<file path="config.mk">
export PLATFORM = sky130hd
export DESIGN_NAME = keyed_watchdog
export DESIGN_NICKNAME = d
export VERILOG_FILES = /design/src/rtl/kwd_pkg.sv /design/src/rtl/kwd_key_ctrl.sv /design/src/rtl/kwd_counter.sv /design/src/rtl/keyed_watchdog.sv
export SDC_FILE = /design/constraint.sdc
export NUM_CORES = 1
export LEC_CHECK = 0
export BUFFER_PORTS_ARGS = -buffer_cell sky130_fd_sc_hd__buf_2
export CAP_MARGIN = 15
export CORE_MARGIN = 2
export CORE_UTILIZATION = 30
export CTS_CLUSTER_DIAMETER = 150
export CTS_CLUSTER_SIZE = 20
export DETAILED_ROUTE_END_ITERATION = 6
export GPL_TIMING_DRIVEN = 1
export SETUP_SLACK_MARGIN = 0.5
export SYNTH_ARGS = -nofsm -noshare
export SYNTH_HDL_FRONTEND = slang
export SYNTH_SLANG_ARGS = --single-unit
</file>
<file path="constraint.sdc">
create_clock -name clk -period 3.9 [get_ports clk]
set_input_delay 0.195 -clock clk [delete_from_list [all_inputs] [get_ports clk]]
set_output_delay 0.195 -clock clk [all_outputs]
set_load 0.005 [all_outputs]
</file>
<file path="src/rtl/kwd_pkg.sv">
// Package: constants shared by the keyed watchdog modules.
// Assumes an 8-bit control byte; key values and status bit positions live here.
package kwd_pkg;
    localparam int          BYTE_W      = 8;
    localparam logic [7:0]  KEY_RUN     = 8'hA5;
    localparam logic [7:0]  KEY_ARM     = 8'hDE;
    localparam logic [7:0]  KEY_STOP    = 8'hAD;
    localparam logic [7:0]  KEY_LOCK    = 8'hFF;
    localparam int          RB_RUN_BIT  = 4;
    localparam int          RB_LOCK_BIT = 5;
    localparam int          LOG4_BASE   = 3;   // code n -> 4^(n+LOG4_BASE) clocks
endpackage

</file>
<file path="src/rtl/kwd_key_ctrl.sv">
// Module: kwd_key_ctrl
// Decodes control-byte writes into the running flag, lock flag and length code.
// It also tracks the stop window opened by the arm key.
// Assumes one write per clock at most; a write is taken when wr_en_i is high at a rising edge.
module kwd_key_ctrl
    import kwd_pkg::*;
#(
    parameter int CODE_W     = 3,
    parameter int KEY_WINDOW = 4,
    parameter int RESET_CODE = 7
) (
    input  logic              clk,
    input  logic              rst_n,
    input  logic              wr_en_i,
    input  logic [BYTE_W-1:0] wr_data_i,
    output logic              run_o,
    output logic              lock_o,
    output logic [CODE_W-1:0] code_o,
    output logic              restart_o
);
    localparam int WIN_W = $clog2(KEY_WINDOW + 1);

    logic [WIN_W-1:0] win_q;

    // Purpose: flag the run key, which restarts the counter in the same edge.
    always_comb restart_o = wr_en_i && (wr_data_i == KEY_RUN);

    // Purpose: update run, lock, code and the stop window from each write.
    always_ff @(posedge clk) begin
        if (!rst_n) begin
            run_o  <= 1'b1;
            lock_o <= 1'b0;
            code_o <= CODE_W'(RESET_CODE);
            win_q  <= '0;
        end else if (wr_en_i) begin
            win_q <= '0;
            if (!wr_data_i[BYTE_W-1]) begin
                code_o <= wr_data_i[CODE_W-1:0];
            end else if (wr_data_i == KEY_RUN) begin
                run_o <= 1'b1;
            end else if (wr_data_i == KEY_ARM) begin
                win_q <= WIN_W'(KEY_WINDOW);
            end else if (wr_data_i == KEY_STOP) begin
                if ((win_q != '0) && !lock_o)
                    run_o <= 1'b0;
            end else if (wr_data_i == KEY_LOCK) begin
                lock_o <= 1'b1;
            end
        end else if (win_q != '0) begin
            win_q <= win_q - WIN_W'(1);
        end
    end

    // the lock never clears while out of reset
    assert_lock_sticky_R7: assert property (@(posedge clk) disable iff (!rst_n)
        lock_o |=> lock_o);

    // the running flag only falls on an unlocked stop-key write
    assert_stop_needs_key_R5: assert property (@(posedge clk) disable iff (!rst_n)
        $fell(run_o) |-> $past(wr_en_i && (wr_data_i == KEY_STOP) && !lock_o));

    // the code changes only through a write with bit 7 clear
    assert_code_only_by_write_R2: assert property (@(posedge clk) disable iff (!rst_n)
        (!wr_en_i || wr_data_i[BYTE_W-1]) |=> $stable(code_o));
endmodule

</file>
<file path="src/rtl/kwd_counter.sv">
// Module: kwd_counter
// Counts clocks while running and pulses the request at the latched terminal count.
// The length code is latched only when the count restarts.
// Assumes restart_i and run_i come from the key decoder in the same cycle.
module kwd_counter
    import kwd_pkg::*;
#(
    parameter int CODE_W     = 3,
    parameter int RESET_CODE = 7
) (
    input  logic              clk,
    input  logic              rst_n,
    input  logic              run_i,
    input  logic              restart_i,
    input  logic [CODE_W-1:0] code_i,
    output logic              req_o
);
    localparam int CNT_W = 2 * ((1 << CODE_W) - 1 + LOG4_BASE);
    localparam int SH_W  = $clog2(CNT_W + 1);

    logic [CNT_W-1:0]  cnt_q;
    logic [CODE_W-1:0] act_q;
    logic [SH_W-1:0]   shamt;
    logic [CNT_W-1:0]  last_cnt;
    logic              expire;

    // Purpose: derive the last count value 4^(act+base)-1 as a mask of low ones.
    always_comb begin
        shamt    = SH_W'({act_q, 1'b0}) + SH_W'(2 * LOG4_BASE);
        last_cnt = ~({CNT_W{1'b1}} << shamt);
        expire   = run_i && (cnt_q == last_cnt);
    end

    // Purpose: advance, restart or hold the count and register the request.
    always_ff @(posedge clk) begin
        if (!rst_n) begin
            cnt_q <= '0;
            act_q <= CODE_W'(RESET_CODE);
            req_o <= 1'b0;
        end else if (restart_i || !run_i) begin
            cnt_q <= '0;
            act_q <= code_i;
            req_o <= 1'b0;
        end else if (expire) begin
            cnt_q <= '0;
            act_q <= code_i;
            req_o <= 1'b1;
        end else begin
            cnt_q <= cnt_q + CNT_W'(1);
            req_o <= 1'b0;
        end
    end

    // a request is only raised by a running timer
    assert_req_when_running_R3: assert property (@(posedge clk) disable iff (!rst_n)
        req_o |-> $past(run_i));

    // the request lasts one cycle
    assert_req_one_cycle_R3: assert property (@(posedge clk) disable iff (!rst_n)
        req_o |=> !req_o);

    // a run-key write leaves the count at zero
    assert_restart_clears_R4: assert property (@(posedge clk) disable iff (!rst_n)
        restart_i |=> (cnt_q == '0));
endmodule

</file>
<file path="src/rtl/keyed_watchdog.sv">
// Module: keyed_watchdog (top)
// A keyed watchdog: the key decoder drives the counter, and a status byte is read back.
// Assumes a synchronous active-low reset and writes qualified by wr_en.
module keyed_watchdog
    import kwd_pkg::*;
#(
    parameter int CODE_W     = 3,
    parameter int KEY_WINDOW = 4,
    parameter int RESET_CODE = 7
) (
    input  logic       clk,
    input  logic       rst_n,
    input  logic       wr_en,
    input  logic [7:0] wr_data,
    output logic [7:0] rd_data,
    output logic       rst_req
);
    logic              run;
    logic              lock;
    logic              restart;
    logic [CODE_W-1:0] code;

    kwd_key_ctrl #(
        .CODE_W(CODE_W), .KEY_WINDOW(KEY_WINDOW), .RESET_CODE(RESET_CODE)
    ) u_keys (
        .clk(clk), .rst_n(rst_n), .wr_en_i(wr_en), .wr_data_i(wr_data),
        .run_o(run), .lock_o(lock), .code_o(code), .restart_o(restart)
    );

    kwd_counter #(
        .CODE_W(CODE_W), .RESET_CODE(RESET_CODE)
    ) u_cnt (
        .clk(clk), .rst_n(rst_n), .run_i(run), .restart_i(restart),
        .code_i(code), .req_o(rst_req)
    );

    // Purpose: assemble the status byte, with unused bits at zero.
    always_comb begin
        rd_data              = '0;
        rd_data[CODE_W-1:0]  = code;
        rd_data[RB_RUN_BIT]  = run;
        rd_data[RB_LOCK_BIT] = lock;
    end
endmodule

</file>
# Word level (Yosys, flattened, before mapping)
# Cells that the tools add are included.
# totals
rom_bits,0
elab_cells,51
ramBits,0
regBits,32
output_inout_bits,9
inputBits,11
memories,0
latch_bits,0
# classes
div_mod_pow,0
mul,0
n_lt_le_gt_ge,0
reduce_logical,16
eq_ne,6
shifts,1
n_mux,12
n_bitwise,6
addsub,3
# ops
cell,count
$eq A8 B8 Y1 const B,4
$mux W3,7
$add A20 B1 Y20 const B,1
$eq A20 B20 Y1,1
$not A20 Y20,1
$shl A20 B5 Y20 const A,1
$reduce_bool A2 Y1,4
$reduce_and A6 Y1,1
$add A4 B3 Y5 const B,1
$mux W1,5
$not A1 Y1,5
$reduce_and A5 Y1,1
$logic_and A1 B1 Y1,3
$reduce_bool A3 Y1,1
$reduce_or A3 Y1,1
$sub A3 B1 Y3 const B,1
$logic_not A1 Y1,2
$ne A2 B1 Y1 const B,1
$reduce_and A2 Y1,1
$reduce_or A2 Y1,1
$logic_or A1 B1 Y1,1

# Depth between registers and ports, before layout
# Gate-level depths: netlist (run 1).
# logic_depth
ltp_word,7
ltp_mapped,10
depth_no_buf,8

# Modules after synthesis
# From an unflattened synthesis (run 1), not the netlist that was laid out.
# hier_totals
cells_unflattened,206
hier_area_um2,1759.2
# modules_own_cells
mod,cells_per_inst,area_each_um2,instances,seq_area_each_um2
kwd_counter,154,1291.2,1,480.5
kwd_key_ctrl,46,426.7,1,160.2
keyed_watchdog,6,41.3,1,0.0

# Worst setup path before layout (run 1)
# OpenSTA, ideal clock, no wires.
# synth_path
kind,register to register
startpoint,register u_cnt.act_q[0]
endpoint,register u_cnt.cnt_q[7]
period_less_slack_ns,2.276
setup_time_ns,0.125
path_stages_with_launch,11
arrival_ns,2.151
setup_slack_ns,1.624
path_buffers,2
cell_sequence,dfxtp_1 > inv_1 > ha_1 > buf_4 > xor2_1 > or3_4 > a2111oi_2 > nand3_1 > o21ai_1 > buf_4 > a21oi_1
# synth_between
elab_chain_len,6
# synth_rtl
element,line_no,text
from (decl),kwd_counter.sv:22,logic [CODE_W-1:0] act_q;
from (signal assigned),kwd_counter.sv:38,act_q <= CODE_W'(RESET_CODE);
from (signal assigned),kwd_counter.sv:42,act_q <= code_i;
from (signal assigned),kwd_counter.sv:46,act_q <= code_i;
$add A4 B3 Y5,kwd_counter.sv:29,"shamt = SH_W'({act_q, 1'b0}) + SH_W'(2 * LOG4_BASE);"
$shl A20 B5 Y20,kwd_counter.sv:30,last_cnt = ~({CNT_W{1'b1}} << shamt);
$not A20 Y20,kwd_counter.sv:30,
$eq A20 B20 Y1,kwd_counter.sv:31,expire = run_i && (cnt_q == last_cnt);
$logic_and A1 B1 Y1,kwd_counter.sv:31,
$reduce_or A3 Y1 (no source line),--,
to (signal assigned),kwd_counter.sv:49,cnt_q <= cnt_q + CNT_W'(1);
to (decl),kwd_counter.sv:21,logic [CNT_W-1:0] cnt_q;
# No other way between the ends.
# A chain may end at the register's enable or synchronous reset.

# Worst setup path after layout (run 1)
# Same ends and word-level chain as after synthesis.

==> results.ini, run 1 <==
[run_status]
status = complete, no violations

[synth]
synth_area_um2 = 1830
synth_top_area_cell = dfxtp_1
ys_warn_count = 0
synth_cells = 225
synth_top_cell_area_share = 0.350
synthTopCellsByArea = dfxtp_1, xor2_1, nor2_1
synth_edf_count = 0
synth-seq-cells = 32
synth-seq-area-share = 0.350
synthTopCellsByCount = dfxtp_1, nor2_1, nand2_1
synth_top_flop_cell = dfxtp_1
syn_area_per_cell_um2 = 8.14
async_flop_share = 0
synth_cell_type_count = 47

[global_route]
grtUsageMet1 = 0.173
grtUsageTotal = 0.127
grt_max_degree = 14
gr-total-overflow = 0
antenna_found_initial = 0
grt.busiest_layer = met2
use_met3 = 0.0348
first_global_vias = 1476
grt_util_met2 = 0.195
grt_pass1_wl_um = 6760

[clocking]
cts.sink_count = 32
hold_buffers = 0
path_clk_slew_ps = 70
cts-resized-gates = 0
numCtsBuffers = 5
cts_setup_buffers = 0
htree_levels = 2
clockBufferDepth = 2
root_buffer = clkbuf_8
cts_tree = yes
clk_latency_ps = 280

[detailed_routing]
drtAntennaViolNets = 0
drc = 0
vias = 1588
first_pass_iters = 4
drt-initial-drc-count = 110
routed_wl_um = 3810
viasPerCell = 5.03
wire_per_inst_um = 12.1

[placed_design]
gp_congestion = 0.780
hpwl_um = 2930
portBuffers = 16

[timing]
fin_crit_ps = 2940
setup_viol = 0
hold_viol_final = 0
hold_slack_ps = 152
finalCritPeriodShare = 0.754
fin_setup_tns_ps = 0
finClkSkew_ps = 6.47
slew_viol_final = 0
worstMarginPinSlew_ps = 644
rsz0062_at_grt = false
relSlewSlack = 0.567
max_freq_mhz = 340

[job]
drv_cap = 0

[layout]
antenna_cells = 0
drive_gt1_frac = 0.116
fillers = 629
nNetsFinal = 257
syn2layout_area_growth_pct = 11.5

[floorplanning]
die_w_um = 82.1
std_cell_rows = 28
design.portCount = 20
start_util = 0.309
die_height_um = 82.1
die_area_um2 = 6750
core_area_um2 = 5920

[worst_setup_path]
critPathMaxFanout = 13
r2r_cells = 9
slowest_stage = o21ai_1
critPathLaunchType = flip-flop
worst_path_largest_cell_delay_ps = 490
path_buf_inv = 2
worstSetupPathType = flip-flop to flip-flop
r2r_setup_slack_ps = 960
worstReg2RegStart = u_cnt.act_q[0]
worstPathRequired_ps = 4070
path_cells = inv_1, ha_1, xor2_1, or3_4, a2111oi_2, nand3_1, o21ai_1, buf_4, a21oi_1
cp-end-kind = flip-flop
crit_arrival_ps = 3110
crit_family = compound AO/OA/AOI/OAI gates
worst_r2r_endpoint = u_cnt.cnt_q[7]

[power]
vdd_drop_max_mv = 0.238
p_clk_frac = 0.442
total_power_mw = 0.702
power.static_leakage_nw = 0.784
power_density_nw_per_um2 = 344
internal_power_mw = 0.545
p_sw_frac = 0.224
power.switching_mw = 0.157
combPwrFrac = 0.071
seqPwrFrac = 0.486

[min_path]
hold_depth = 2
hold_class = primary input to flip-flop
worstHoldStart = wr_en
hold-path-endpoint = u_keys.win_q[0]

stage by stage:
stage	setup WS, ps	util	cells	instance area (µm²)
6_report	960	0.345	316	2040
5_1_grt	677	0.345	316	2040
4_1_cts	961	0.345	316	2040
3_5_place_dp	977	0.327	308	1930
3_3_place_gp	1100	0.327	308	1930
2_1_floorplan	1620	-	227	1840
layer usage:
metal | routed length [µm] | up-vias
met4 | 29 | 0
met5 | 0 | -
met1 | 1940 | 729
met2 | 1660 | 35
li1 | - | 820
met3 | 178 | 4
cell type report:
type	instances	area (µm²)	share of cell area
clock inverters	2	35.0	0.0172
flip-flops and latches	32	641	0.314
well taps	75	93.8	0.0460
repair buffers	17	87.6	0.0429
inverters	14	52.6	0.0257
clock buffers	6	72.6	0.0355
multi-input cells	170	1060	0.519
kinds of logic (layout without fill, tap and decap cells):
group / count (synthesis) / in the layout / share of synthesized area
AO/OA/AOI/OAI: 39 / 39 / 0.152
XOR/XNOR: 20 / 20 / 0.0956
adder cells (fa/ha/maj): 6 / 6 / 0.0410
buffers and inverters: 25 / 39 / 0.0758
flip-flops: 32 / 32 / 0.350
multiplexers: 1 / 1 / 0.00615
other: 1 / 3 / 0.00205
AND/OR/NAND/NOR: 101 / 101 / 0.278
layout by cell type (no fill, tap or decap), types with 5 or more instances in the layout:
cell,count
nor2_1,32
dfxtp_1,32
nand2_1,16
buf_2,16
inv_1,14
xor2_1,14
nand3_1,12
nand4_1,9
nor3_1,7
o21ai_0,6
xnor2_1,6
a21oi_1,6
ha_1,6
clkbuf_8,5
power by group through the flow:
stage	registers (mW)	clock network [mW]	logic (mW)
after detailed placement	0.349	0	0.0499
after global placement	0.349	0	0.0492
final	0.342	0.311	0.0500
after CTS	0.341	0.319	0.0502
after floorplan	0.347	0	0.0371
after global routing	0.343	0.334	0.0579
registers in the layout, summed over array words and instances, names as in the netlist:
register	cells
u_keys.win_q	3
u_keys.code_o	3
u_keys.lock_o	1
u_cnt.cnt_q	20
u_cnt.req_o	1
u_keys.run_o	1
u_cnt.act_q	3
worst max path at each step:
| stage | to | cells after the start | slack (ps) | start |
|---|---|---|---|---|
| after floorplan | u_cnt.cnt_q[7] | 10 | 1620 | u_cnt.act_q[0] |
| after global placement | u_cnt.cnt_q[3] | 9 | 1100 | u_cnt.act_q[0] |
| after detailed placement | u_cnt.cnt_q[7] | 9 | 980 | u_cnt.act_q[0] |
| after CTS | u_cnt.cnt_q[7] | 9 | 960 | u_cnt.act_q[0] |
| after global routing | u_cnt.cnt_q[11] | 9 | 680 | u_cnt.act_q[0] |
| final | u_cnt.cnt_q[7] | 9 | 960 | u_cnt.act_q[0] |
(Power assumes the default switching activity.)
==> run 2, diff against run 1 <==
- clock period: 3.9 -> 2.52 ns (I/O delays scaled with it)
==> run 2 against run 1 <==
  * Flip-flop and latch count unchanged
  * Hold slack got worse by 68 ps
  * Largest cell class unchanged
  * Die area unchanged
  * Register-to-register slack got worse by 650 ps
  * Via count increased by 3.7%
  * Sequential share of layout area decreased by 3.1 points
  * Highest routed layer unchanged
  * Critical path depth increased by 1
==> results.ini, run 2 (same netlist as run 1, synthesis figures left out) <==
[worst_setup_path]
cp-end-kind = flip-flop  ; unchanged
worstPathRequired_ps = 2680  ; was 4070 ps
r2r_setup_slack_ps = 310  ; was 960 ps
slowest_stage = or4_4  ; was o21ai_1
path_cells = inv_4, ha_4, xnor2_4, buf_6, or4_4, o21ai_4, nand3_2, o21ai_4, buf_6, a21oi_2  ; was inv_1, ha_1, xor2_1, or3_4, a2111oi_2, nand3_1, o21ai_1, buf_4, a21oi_1
crit_arrival_ps = 2370  ; was 3110 ps
worst_path_largest_cell_delay_ps = 430  ; was 490 ps
worstSetupPathType = flip-flop to flip-flop  ; unchanged
critPathLaunchType = flip-flop  ; unchanged
crit_family = simple AND/OR/NAND/NOR gates  ; was compound AO/OA/AOI/OAI gates
critPathMaxFanout = 5  ; was 13
path_buf_inv = 3  ; was 2

[detailed_routing]
drc = 0  ; unchanged
wire_per_inst_um = 13.0  ; was 12.1 µm
drt-initial-drc-count = 96  ; was 110
first_pass_iters = 4  ; unchanged
viasPerCell = 5.05  ; was 5.03
vias = 1647  ; was 1588
routed_wl_um = 4230  ; was 3810 µm
drtAntennaViolNets = 0  ; unchanged

[placed_design]
gp_congestion = 0.793  ; was 0.780
hpwl_um = 2840  ; was 2930 µm
portBuffers = 16  ; unchanged
post-place-ws_ps = 306  ; was 977 ps

[layout]
largest_reg_flops = 20  ; unchanged
antenna_cells = 0  ; unchanged
drive_gt1_frac = 0.235  ; was 0.116
top_register = u_cnt.cnt_q  ; unchanged
syn2layout_area_growth_pct = 25.3  ; was 11.5%
nNetsFinal = 267  ; was 257
layout_commonest_cell = nor2_1
final_cell_mix = nor2_1, dfxtp_1, nand2_1, buf_2, xor2_1  ; was nor2_1, dfxtp_1, nand2_1, buf_2
fillers = 594  ; was 629

[global_route]
grtUsageMet1 = 0.189  ; was 0.173
grtUsageTotal = 0.140  ; was 0.127
antenna_found_initial = 0  ; unchanged
use_met3 = 0.0348  ; unchanged
grt_max_degree = 12  ; was 14
grt_util_met2 = 0.224  ; was 0.195
gr-total-overflow = 0  ; unchanged
grt.busiest_layer = met2  ; unchanged
grt_pass1_wl_um = 7320  ; was 6760 µm
first_global_vias = 1576  ; was 1476

[timing]
max_freq_mhz = 453  ; was 340 MHz
fin_setup_tns_ps = 0  ; unchanged
slew_viol_final = 0  ; unchanged
finalCritPeriodShare = 0.876  ; was 0.754
setup_viol = 0  ; unchanged
fin_crit_ps = 2210  ; was 2940 ps
hold_viol_final = 0  ; unchanged
worstMarginPinSlew_ps = 614  ; was 644 ps
finClkSkew_ps = 8.04  ; was 6.47 ps
rsz0062_at_grt = true  ; was false
timing.final.ws_setup_ps = 313  ; was 960 ps
relSlewSlack = 0.588  ; was 0.567

[clocking]
hold_buffers = 0  ; unchanged
htree_levels = 2  ; unchanged
numCtsBuffers = 5  ; unchanged
clockBufferDepth = 2  ; unchanged
clk_latency_ps = 280  ; about the same
cts_tree = yes  ; unchanged
root_buffer = clkbuf_8  ; unchanged
path_clk_slew_ps = 70  ; about the same
cts.sink_count = 32  ; unchanged

[floorplanning]
die_w_um = 82.1  ; unchanged
start_util = 0.309  ; unchanged
die_height_um = 82.1  ; unchanged
std_cell_rows = 28  ; unchanged
design.portCount = 20  ; unchanged
die_area_um2 = 6750  ; unchanged
core_area_um2 = 5920  ; unchanged

[min_path]
hold_class = primary input to flip-flop  ; unchanged

[power]
vdd_drop_max_mv = 0.248  ; was 0.238 mV
power.static_leakage_nw = 0.847  ; was 0.784 nW
power_density_nw_per_um2 = 487  ; was 344 nW/µm²

[run_status]
status = complete, no violations  ; unchanged

[job]
drv_cap = 0  ; unchanged

[run 2: worst reg2reg max path, stage by stage, from the launching register on]
cell and delay, ps:
dfxtp_4 360, inv_4 40, ha_4 190, xnor2_4 140, buf_6 140, or4_4 430, o21ai_4 160, nand3_2 130
o21ai_4 300, buf_6 180, a21oi_2 40
[run 2: final timing paths]
check | start | endpoint | depth (start not counted)
setup / recovery | u_cnt.act_q[0] | u_cnt.cnt_q[7] | 10
hold / removal | wr_en | u_keys.win_q[0] | 2
setup reg to reg | u_cnt.act_q[0] | u_cnt.cnt_q[7] | 10
hold reg to reg | u_keys.lock_o | u_keys.lock_o | 1
[run 2: per-stage QoR]
stage | cell area, µm² | utilization | total power [mW] | hold WS (ps) | instances
6_report | 2300 | 0.388 | 1.12 | 83.8 | 326
4_1_cts | 2240 | 0.379 | 1.13 | 81.9 | 325
3_5_place_dp | 1990 | 0.336 | 0.618 | 383 | 309
2_1_floorplan | 1890 | - | 0.595 | 202 | 227
5_1_grt | 2300 | 0.388 | 1.17 | 109 | 326
3_3_place_gp | 1990 | 0.336 | 0.616 | 379 | 309
[run 2: layer usage]
| metal | share of wire | vias up | wire length [µm] |
|---|---|---|---|
| li1 | - | 843 | - |
| met1 | 0.50 | 772 | 2110 |
| met2 | 0.46 | 30 | 1930 |
| met3 | 0.041 | 2 | 173 |
| met4 | 0.0038 | 0 | 16 |
| met5 | 0 | - | 0 |
[run 2: final cells by class]
type | instances | area [µm²] | share of cell area
sequential | 32 | 649 | 0.283
clock buffer | 8 | 121 | 0.0529
multi-input combinational | 170 | 1190 | 0.519
timing repair buffer | 27 | 181 | 0.0790
inverter | 14 | 57.6 | 0.0251
tap | 75 | 93.8 | 0.0409
[run 2: repair_timing]
action,4_1_cts,5_1_grt
setup buffers,5,1
gates cloned,3,0
resized for setup,21,9
pin swaps,16,7
setup endpoints to repair,24,24
[run 2: power breakdown]
part | internal [mW] | switching [mW] | total, mW
Combinational | 0.0404 | 0.0515 | 0.0919
Sequential | 0.516 | 0.0106 | 0.526
Clock | 0.309 | 0.190 | 0.499
Total | 0.865 | 0.252 | 1.12
==> run 3, diff against run 2 <==
- PLACE_DENSITY: default -> 0.51
==> run 3 against run 2 <==
  * Critical path depth down 1
  * Setup slack better by 71 ps
  * Sequential share of layout area up 0.59 points
  * Combinational power about the same
  * Core utilization down 0.87 points
  * Wire length down 1.6%
==> results.ini, run 3 (same netlist as run 1, synthesis figures left out) <==
[layout]
syn2layout_area_growth_pct = 22.5  ; was 25.3%
largest_reg_flops = 20  ; unchanged
instances_no_fill = 326  ; unchanged
nNetsFinal = 269  ; was 267
antenna_cells = 0  ; unchanged
fillers = 618  ; was 594
final_cell_mix = dfxtp_1, nor2_1, nand2_1, buf_2, xor2_1  ; was nor2_1, dfxtp_1, nand2_1, buf_2, xor2_1
top_register = u_cnt.cnt_q  ; unchanged
drive_gt1_frac = 0.223  ; was 0.235
layout_commonest_cell = dfxtp_1  ; was nor2_1

[detailed_routing]
vias = 1657  ; was 1647
first_pass_iters = 4  ; unchanged
drc = 0  ; unchanged
drt-initial-drc-count = 73  ; was 96
viasPerCell = 5.08  ; was 5.05
drtAntennaViolNets = 0  ; unchanged
routed_wl_um = 4160  ; was 4230 µm
wire_per_inst_um = 12.8  ; was 13.0 µm

[worst_setup_path]
worst_path_largest_cell_delay_ps = 380  ; was 430 ps
slowest_stage = a2111o_1  ; was or4_4
timing.critical_path.from = u_cnt.act_q[0]  ; unchanged
crit_family = compound AO/OA/AOI/OAI gates  ; was simple AND/OR/NAND/NOR gates
r2r_cells = 9  ; was 10
worst_r2r_endpoint = u_cnt.cnt_q[7]  ; unchanged
path_buf_inv = 2  ; was 3
cp-end-kind = flip-flop  ; unchanged
worstReg2RegStart = u_cnt.act_q[0]  ; unchanged
critPathLaunchType = flip-flop  ; unchanged
path_cells = inv_4, ha_4, xnor2_4, a2111o_1, a211oi_2, nand3_2, o21ai_4, buf_6, a21oi_1  ; was inv_4, ha_4, xnor2_4, buf_6, or4_4, o21ai_4, nand3_2, o21ai_4, buf_6, a21oi_2
worstSetupPathType = flip-flop to flip-flop  ; unchanged
r2r_setup_slack_ps = 380  ; was 310 ps
crit_arrival_ps = 2300  ; was 2370 ps
worstPathRequired_ps = 2680  ; about the same
critPathMaxFanout = 10  ; was 5

[floorplanning]
core_area_um2 = 5920  ; unchanged
die_area_um2 = 6750  ; unchanged
die_w_um = 82.1  ; unchanged
std_cell_rows = 28  ; unchanged
start_util = 0.309  ; unchanged
design.portCount = 20  ; unchanged
die_height_um = 82.1  ; unchanged

[global_route]
grtUsageTotal = 0.140  ; about the same
grt_pass1_wl_um = 7260  ; was 7320 µm
gr-total-overflow = 0  ; unchanged
antenna_found_initial = 0  ; unchanged
first_global_vias = 1545  ; was 1576
grt_max_degree = 12  ; unchanged

[clocking]
root_buffer = clkbuf_8  ; unchanged
clockBufferDepth = 2  ; unchanged
htree_levels = 2  ; unchanged
cts_tree = yes  ; unchanged
clk_latency_ps = 280  ; about the same
hold_buffers = 0  ; unchanged
cts.sink_count = 32  ; unchanged
numCtsBuffers = 5  ; unchanged
path_clk_slew_ps = 60  ; was 70 ps

[timing]
finalCritPeriodShare = 0.847  ; was 0.876
setup_viol = 0  ; unchanged
hold_viol_final = 0  ; unchanged
finClkSkew_ps = 6.00  ; was 8.04 ps
fin_setup_tns_ps = 0  ; unchanged
rsz0062_at_grt = true  ; unchanged
max_freq_mhz = 468  ; was 453 MHz
slew_viol_final = 0  ; unchanged
fin_crit_ps = 2140  ; was 2210 ps

[placed_design]
gp_congestion = 0.788  ; was 0.793
place_inst = 310  ; was 309
hpwl_um = 2910  ; was 2840 µm
portBuffers = 16  ; unchanged

[power]
power.static_leakage_nw = 0.829  ; was 0.847 nW
power_density_nw_per_um2 = 434  ; was 487 nW/µm²
vdd_drop_max_mv = 0.202  ; was 0.248 mV

[min_path]
hold_class = primary input to flip-flop  ; unchanged
hold_depth = 3  ; was 2
worstHoldStart = wr_data[2]  ; was wr_en
hold-path-endpoint = u_keys.code_o[2]  ; was u_keys.win_q[0]

[job]
drv_cap = 0  ; unchanged

[run_status]
status = complete, no violations  ; unchanged

## run 3: final cells by class
| cell class | instances | area, µm² | area share |
|---|---|---|---|
| multi-input combinational | 170 | 1180 | 0.527 |
| sequential | 32 | 648 | 0.289 |
| timing repair buffer | 29 | 189 | 0.0842 |
| tap | 75 | 93.8 | 0.0418 |
| clock buffer | 6 | 72.6 | 0.0323 |
| inverter | 14 | 57.6 | 0.0256 |
## run 3: routing by layer
| layer | track usage | share of wire | vias to the layer above |
|---|---|---|---|
| met1 | 0.189 | 0.50 | 775 |
| met4 | 0.0500 | 0.014 | 0 |
| li1 | - | - | 843 |
| met3 | 0.0348 | 0.038 | 7 |
| met5 | 0 | 0 | - |
| met2 | 0.215 | 0.45 | 32 |
## run 3: worst max-delay path by stage
stage	end	slack (ps)	cells past startpoint
2_1_floorplan	u_cnt.cnt_q[7]	490	10
3_3_place_gp	u_cnt.cnt_q[13]	290	9
3_5_place_dp	u_cnt.cnt_q[19]	260	9
4_1_cts	u_cnt.cnt_q[0]	370	9
5_1_grt	u_cnt.cnt_q[7]	270	9
6_report	u_cnt.cnt_q[7]	380	9
## run 3: repair_timing
item,CTS,global route
gates resized for setup,15,10
pin swaps,3,3
buffers inserted,8,0
setup endpoints to repair,24,24
gates cloned,2,0
## run 3: worst reg2reg max path: stages, from the launching register on
cell      delay, ps
dfxtp_4         370
inv_4            50
ha_4            190
xnor2_4         150
a2111o_1        380
a211oi_2        270
nand3_2         140
o21ai_4         230
buf_6           180
a21oi_1          50
## run 3: report_power, final
group          switching [mW]  total, mW  internal [mW]
clock network           0.172      0.355          0.184
registers              0.0111      0.527          0.516
logic                  0.0522     0.0920         0.0399
total                   0.235      0.975          0.740
## run 3: per-stage QoR
step | hold WS [ps] | setup WS [ps] | instance area (µm²) | util | power [mW]
2_1_floorplan | 202 | 487 | 1890 | - | 0.595
3_3_place_gp | 386 | 290 | 1990 | 0.337 | 0.618
3_5_place_dp | 387 | 255 | 1990 | 0.337 | 0.619
4_1_cts | 95.3 | 370 | 2210 | 0.373 | 0.983
5_1_grt | 100 | 267 | 2240 | 0.379 | 1.03
6_report | 91.8 | 385 | 2240 | 0.379 | 0.975
